`src/rtl/stepcode_pwm_pkg.sv`:
```
package stepcode_pwm_pkg;
   localparam int PHASE_W = 8;
   localparam int CFG_W   = 8;
   localparam int INC_W   = 13;

   typedef struct packed {
      logic [1:0] step;
      logic [5:0] mult;
   } rate_cfg_t;

   function automatic logic [INC_W-1:0] unit_increment(rate_cfg_t r);
      logic [INC_W-1:0] base;
      base = {7'b0, r.mult} + 13'd1;
      return base << {r.step, 1'b0};
   endfunction
endpackage

```
`src/rtl/stepcode_pwm_rate.sv`:
```
module stepcode_pwm_rate
   import stepcode_pwm_pkg::*;
(
   input  logic [CFG_W-1:0] rate_byte,
   output logic [INC_W-1:0] increment
);
   rate_cfg_t rate;
   assign rate      = rate_cfg_t'(rate_byte);
   assign increment = unit_increment(rate);
endmodule

```
`src/rtl/stepcode_pwm_accum.sv`:
```
module stepcode_pwm_accum
   import stepcode_pwm_pkg::*;
#(
   parameter int ACC_W = 20
) (
   input  logic               clk,
   input  logic               rst_n,
   input  logic               tick,
   input  logic               enable,
   input  logic [INC_W-1:0]   increment,
   output logic [PHASE_W-1:0] phase
);
   logic [ACC_W-1:0] acc_q;
   logic [ACC_W-1:0] inc_ext;

   generate
      if (ACC_W == INC_W) begin : g_nopad
         assign inc_ext = increment;
      end else begin : g_pad
         assign inc_ext = {{(ACC_W-INC_W){1'b0}}, increment};
      end
   endgenerate

   always_ff @(posedge clk or negedge rst_n) begin
      if (!rst_n)       acc_q <= '0;
      else if (!enable) acc_q <= '0;
      else if (tick)    acc_q <= acc_q + inc_ext;
   end

   assign phase = acc_q[ACC_W-1 -: PHASE_W];
endmodule

```
`src/rtl/stepcode_pwm_shape.sv`:
```
module stepcode_pwm_shape
   import stepcode_pwm_pkg::*;
#(
   parameter bit OUT_REG = 1'b0
) (
   input  logic               clk,
   input  logic               rst_n,
   input  logic [PHASE_W-1:0] phase,
   input  logic [CFG_W-1:0]   duty,
   input  logic               invert,
   input  logic               enable,
   output logic               pin
);
   logic raw;
   logic shaped;

   assign raw    = (phase <= duty);
   assign shaped = enable & (raw ^ invert);

   generate
      if (OUT_REG) begin : g_reg
         logic pin_q;
         always_ff @(posedge clk or negedge rst_n) begin
            if (!rst_n) pin_q <= 1'b0;
            else        pin_q <= shaped;
         end
         assign pin = pin_q;
      end else begin : g_comb
         logic unused_clk;
         assign unused_clk = clk ^ rst_n;
         assign pin = shaped;
      end
   endgenerate
endmodule

```
`src/rtl/stepcode_pwm.sv`:
```
module stepcode_pwm
   import stepcode_pwm_pkg::*;
#(
   parameter int NUM_CH  = 4,
   parameter int ACC_W   = 20,
   parameter bit OUT_REG = 1'b0
) (
   input  logic                    clk,
   input  logic                    rst_n,
   input  logic                    ref_tick,
   input  logic [NUM_CH*CFG_W-1:0] freq_cfg,
   input  logic [NUM_CH*CFG_W-1:0] duty_cfg,
   input  logic [NUM_CH-1:0]       inv_cfg,
   input  logic [NUM_CH-1:0]       en_cfg,
   output logic [NUM_CH-1:0]       pwm_out
);
   localparam int MIN_ACC_W = INC_W;

   generate
      if (NUM_CH < 1) begin : g_bad_ch
         $error("NUM_CH must be at least 1");
      end
      if (ACC_W < MIN_ACC_W) begin : g_bad_acc
         $error("ACC_W must be at least INC_W");
      end
   endgenerate

   logic [NUM_CH*PHASE_W-1:0] phase_all;

   generate
      for (genvar i = 0; i < NUM_CH; i++) begin : g_ch
         logic [INC_W-1:0]   inc;
         logic [PHASE_W-1:0] phase;

         stepcode_pwm_rate u_rate (
            .rate_byte (freq_cfg[i*CFG_W +: CFG_W]),
            .increment (inc)
         );

         stepcode_pwm_accum #(.ACC_W(ACC_W)) u_acc (
            .clk       (clk),
            .rst_n     (rst_n),
            .tick      (ref_tick),
            .enable    (en_cfg[i]),
            .increment (inc),
            .phase     (phase)
         );

         stepcode_pwm_shape #(.OUT_REG(OUT_REG)) u_shape (
            .clk    (clk),
            .rst_n  (rst_n),
            .phase  (phase),
            .duty   (duty_cfg[i*CFG_W +: CFG_W]),
            .invert (inv_cfg[i]),
            .enable (en_cfg[i]),
            .pin    (pwm_out[i])
         );

         assign phase_all[i*PHASE_W +: PHASE_W] = phase;
      end
   endgenerate
endmodule

```
`config.mk`:
```
export PLATFORM = sky130hd
export DESIGN_NAME = stepcode_pwm
export DESIGN_NICKNAME = d
export VERILOG_FILES = /design/src/rtl/stepcode_pwm_pkg.sv /design/src/rtl/stepcode_pwm_rate.sv /design/src/rtl/stepcode_pwm_accum.sv /design/src/rtl/stepcode_pwm_shape.sv /design/src/rtl/stepcode_pwm.sv
export SDC_FILE = /design/constraint.sdc
export NUM_CORES = 1
export LEC_CHECK = 0
export ABC_AREA = 1
export BUFFER_PORTS_ARGS = -buffer_cell sky130_fd_sc_hd__buf_2
export CELL_PAD_IN_SITES_DETAIL_PLACEMENT = 0
export CELL_PAD_IN_SITES_GLOBAL_PLACEMENT = 1
export CORE_ASPECT_RATIO = 0.6
export CORE_MARGIN = 2
export CORE_UTILIZATION = 35
export DETAILED_ROUTE_END_ITERATION = 7
export HOLD_SLACK_MARGIN = 0.03
export PLACE_DENSITY = 0.75
export SYNTH_ARGS = -nofsm -noshare
export SYNTH_HDL_FRONTEND = slang
export SYNTH_HIERARCHICAL = 1
export SYNTH_SLANG_ARGS = --single-unit
```
`constraint.sdc`:
```
create_clock -name clk -period 4.6 [get_ports clk]
set_input_delay 0.69 -clock clk [delete_from_list [all_inputs] [get_ports clk]]
set_output_delay 0.69 -clock clk [all_outputs]
set_load 0.02 [all_outputs]
```
==> impl_summary.log <==
[metrics] proportion of register bits with asynchronous set or reset after synthesis: 100%
[metrics] peak clock frequency supported by timing: 360 MHz
[metrics] leading cell type in the layout, fill and taps excluded: nand2_1
[metrics] CTS Buffer Depth: 2
[metrics] area share of the largest cell type after synthesis: 21.9%
[metrics] number of vias per cell after detailed routing: 4.66
[metrics] number of flops mapped to enable cells by yosys: 0
[metrics] RSZ-0062 raised after global routing: no
[metrics] clock tree from TritonCTS: yes
[metrics] count of unresolved DRC violations after routing: 0
[metrics] RePlAce Congestion: 0.848
[metrics] vias after detailed routing: 8,557
[metrics] antenna violation net count after detailed routing: 0
[metrics] final setup vio count: 0
[metrics] post-synthesis sequential area ratio: 21.9%
[metrics] clock network latency to the later pin of the worst-skew pair: 0.36 ns
[metrics] setup tns final: 0 ns
[metrics] Crit. End Element: primary output
[metrics] maximum number of pins on one net before global-route repair: 50
[metrics] antenna cells: 0
[metrics] TritonRoute pass-1 iters: 7
[metrics] synthesized netlist net count: 1,606
[metrics] number of filler instances in the final layout: 2,792
[metrics] average wire length per cell after detail routing: 12.9 um
[metrics] Crit Path Class: reg2out
[metrics] worst clock skew: 0.00684 ns
[metrics] overall die width: 213 um
[metrics] Port-buffer cells: 78
[metrics] post-route clock period utilization: 60.5%
[metrics] total number of clock tree sinks: 80
[metrics] mean instance size in the synthesized netlist: 6.35 sq um
[metrics] normalized max-slew margin: 51.1%
[metrics] number of nets in the final layout: 1,647
[metrics] antenna violations before repair: 0
[metrics] endpoints failing hold: 0
[metrics] global-route wire length before repair: 39,400 um
[metrics] relative area change from synthesis to final layout: 8.79%
[metrics] residual overflow from global routing: 0
[metrics] CTS Root Cell: clkbuf_16
[metrics] Post-DP HPWL: 18,900 um
[metrics] fin cells: 1,837
[metrics] top cells by area in the synthesized netlist: dfrtp_1, nand2_1, ha_1, inv_1, nand3_1
[metrics] biggest registers after layout: g_ch.u_acc/acc_q x80
[metrics] number of library cell types mapped by synthesis: 39
[metrics] Inserted Clock Buffers: 9
[metrics] final period demand of the worst path: 2.78 ns
[metrics] worst path arrival time: 2.09 ns
[metrics] kind of path behind the tightest hold check: in2async
[metrics] total of cells resized after clock tree synthesis: 0
[metrics] critical path startpoint category: flip-flop
[metrics] initial cell density of the core: 35.9%
[metrics] largest fanout of any net on the critical path: 5
[metrics] register bank with the most flops: g_ch.u_acc/acc_q
[metrics] row count: 45
[metrics] commonest cells after routing, fill and taps aside: nand2_1, inv_1, nand3_1
[metrics] Std-Cell Core Area: 25,400 sq um
[metrics] peak ir drop on the vdd network: 0.000134 V
[metrics] dominant cell type by area after synthesis: dfrtp_1
[metrics] I/O pin cnt: 79
[metrics] total of warnings raised by yosys: 6
[metrics] FF+latch count, synth: 80
[metrics] H-tree depth: 3
[metrics] run status: complete, no violations
[metrics] reported max-cap violation count: 0
[metrics] main flop type after synthesis: dfrtp_1
[metrics] total global routing track utilization: 18.1%
[metrics] total count of max-transition violations in the final report: 0
[metrics] final routed wirelength across all metal layers: 23,700 um
[metrics] transition at the pin with the smallest max-transition slack: 0.733 ns
[metrics] height of the chip: 129 um
[metrics] Lkg Pwr: 5.67 nW
[metrics] placed cells: 1,821
[metrics] cells after synthesis: 1,439
[metrics] power density relative to cell area: 221 nW/um^2
[metrics] hold buffers post-CTS: 0
[metrics] fraction of layout cells with a size suffix above 1: 14.5%
[metrics] number of global-route vias before repair: 7,660
[metrics] iteration-0 DRC count of the detailed router: 676
[metrics] number of flip-flops in the largest register: 80
[metrics] Post-CTS Setup Inserts: 0
[metrics] share of the core filled with cells in the final layout: 39.0%
[metrics] mapped cell area: 9130 sq um
[metrics] Die Area: 27,400 sq um
[metrics] CP Data Required Time: 3.91 ns
[metrics] clock-pin slew of the registers on the worst-case setup and hold paths: 0.07 ns
==> cell usage after synthesis (5+ instances only) <==
| library cell | number |
|---|---|
| a21oi_1 | 75 |
| nand2_2 | 40 |
| buf_4 | 36 |
| and2_1 | 13 |
| inv_2 | 27 |
| a22o_1 | 8 |
| buf_2 | 9 |
| ha_1 | 88 |
| o21bai_1 | 8 |
| o21ai_1 | 8 |
| nand4_1 | 15 |
| nand3b_1 | 13 |
| nor2_2 | 11 |
| nor3_1 | 10 |
| nand3_1 | 125 |
| a21o_1 | 7 |
| nor2_4 | 12 |
| dfrtp_1 | 80 |
| a32o_1 | 5 |
| nand2_1 | 460 |
| nand3_2 | 9 |
| inv_1 | 180 |
| nor2_1 | 121 |
| o21ai_0 | 28 |
==> cells by family after synthesis <==
group | share of synthesized area, %
AO/OA/AOI/OAI | 9.34
buffers and inverters | 12.7
AND/OR/NAND/NOR | 42.7
XOR/XNOR | 0.384
adder cells (fa/ha/maj) | 12.9
flip-flops | 21.9
==> metrics by stage <==
stage | cell area [sq um] | setup slack [ns] | hold slack, ns | power (mW)
floorplan | 9130 | 2.18 | 0.394 | 1.21
global placement | 9610 | 1.73 | 0.466 | 1.38
detailed placement | 9610 | 1.74 | 0.470 | 1.39
CTS | 9940 | 1.77 | 0.413 | 2.23
global route | 9940 | 1.66 | 0.438 | 2.35
finish | 9940 | 1.82 | 0.388 | 2.20
==> worst max-delay path, cell delays in order, from the launching register on <==
cell and delay [ns]:
dfrtp_1 0.43, ha_1 0.36, a21oi_2 0.15, nor2_1 0.05, nor2_2 0.14, nand2_1 0.09, nand3_1 0.07, nand2_1 0.05
nor2_1 0.18, buf_2 0.21
==> power by group <==
group          total, mW  internal [mW]  switching (mW)
clock network      0.814          0.490           0.325
logic              0.615          0.213           0.402
registers          0.766          0.741          0.0251
==> final timing paths <==
path / slack, ns / depth (start not counted) / end / startpoint
hold / removal: 0.39 / 1 / g_ch[0].u_acc/acc_q[4] / rst_n
min in group clk: 0.49 / 2 / g_ch[0].u_acc/acc_q[6] / g_ch[0].u_acc/acc_q[6]
setup / recovery: 1.82 / 9 / pwm_out[1] / g_ch[1].u_acc/acc_q[17]
setup reg to reg: 2.66 / 9 / g_ch[1].u_acc/acc_q[8] / g_ch[1].u_acc/acc_q[0]
hold reg to reg: 0.49 / 2 / g_ch[0].u_acc/acc_q[6] / g_ch[0].u_acc/acc_q[6]
max in group asynchronous: 3.24 / 2 / g_ch[3].u_acc/acc_q[11] / rst_n
==> layout make-up <==
class                      count  area [sq um]  share of cell area [%]
timing repair buffer          79           400                    4.03
inverter                     211           802                    8.07
clock buffer                  11           243                    2.44
sequential                    80          2000                    20.1
multi-input combinational   1099          5970                    60.1
clock inverter                 5          80.1                   0.806
tap                          352           440                    4.43
==> layer usage <==
metal	track usage [%]	up-vias	part of all wire, %
met5	0	-	0
met4	2.18	0	0.38
met3	4.39	5	4.6
met2	22.8	141	34
met1	30.2	3760	61
li1	-	4651	-
No activity file was read; power rests on OpenSTA's default activity.
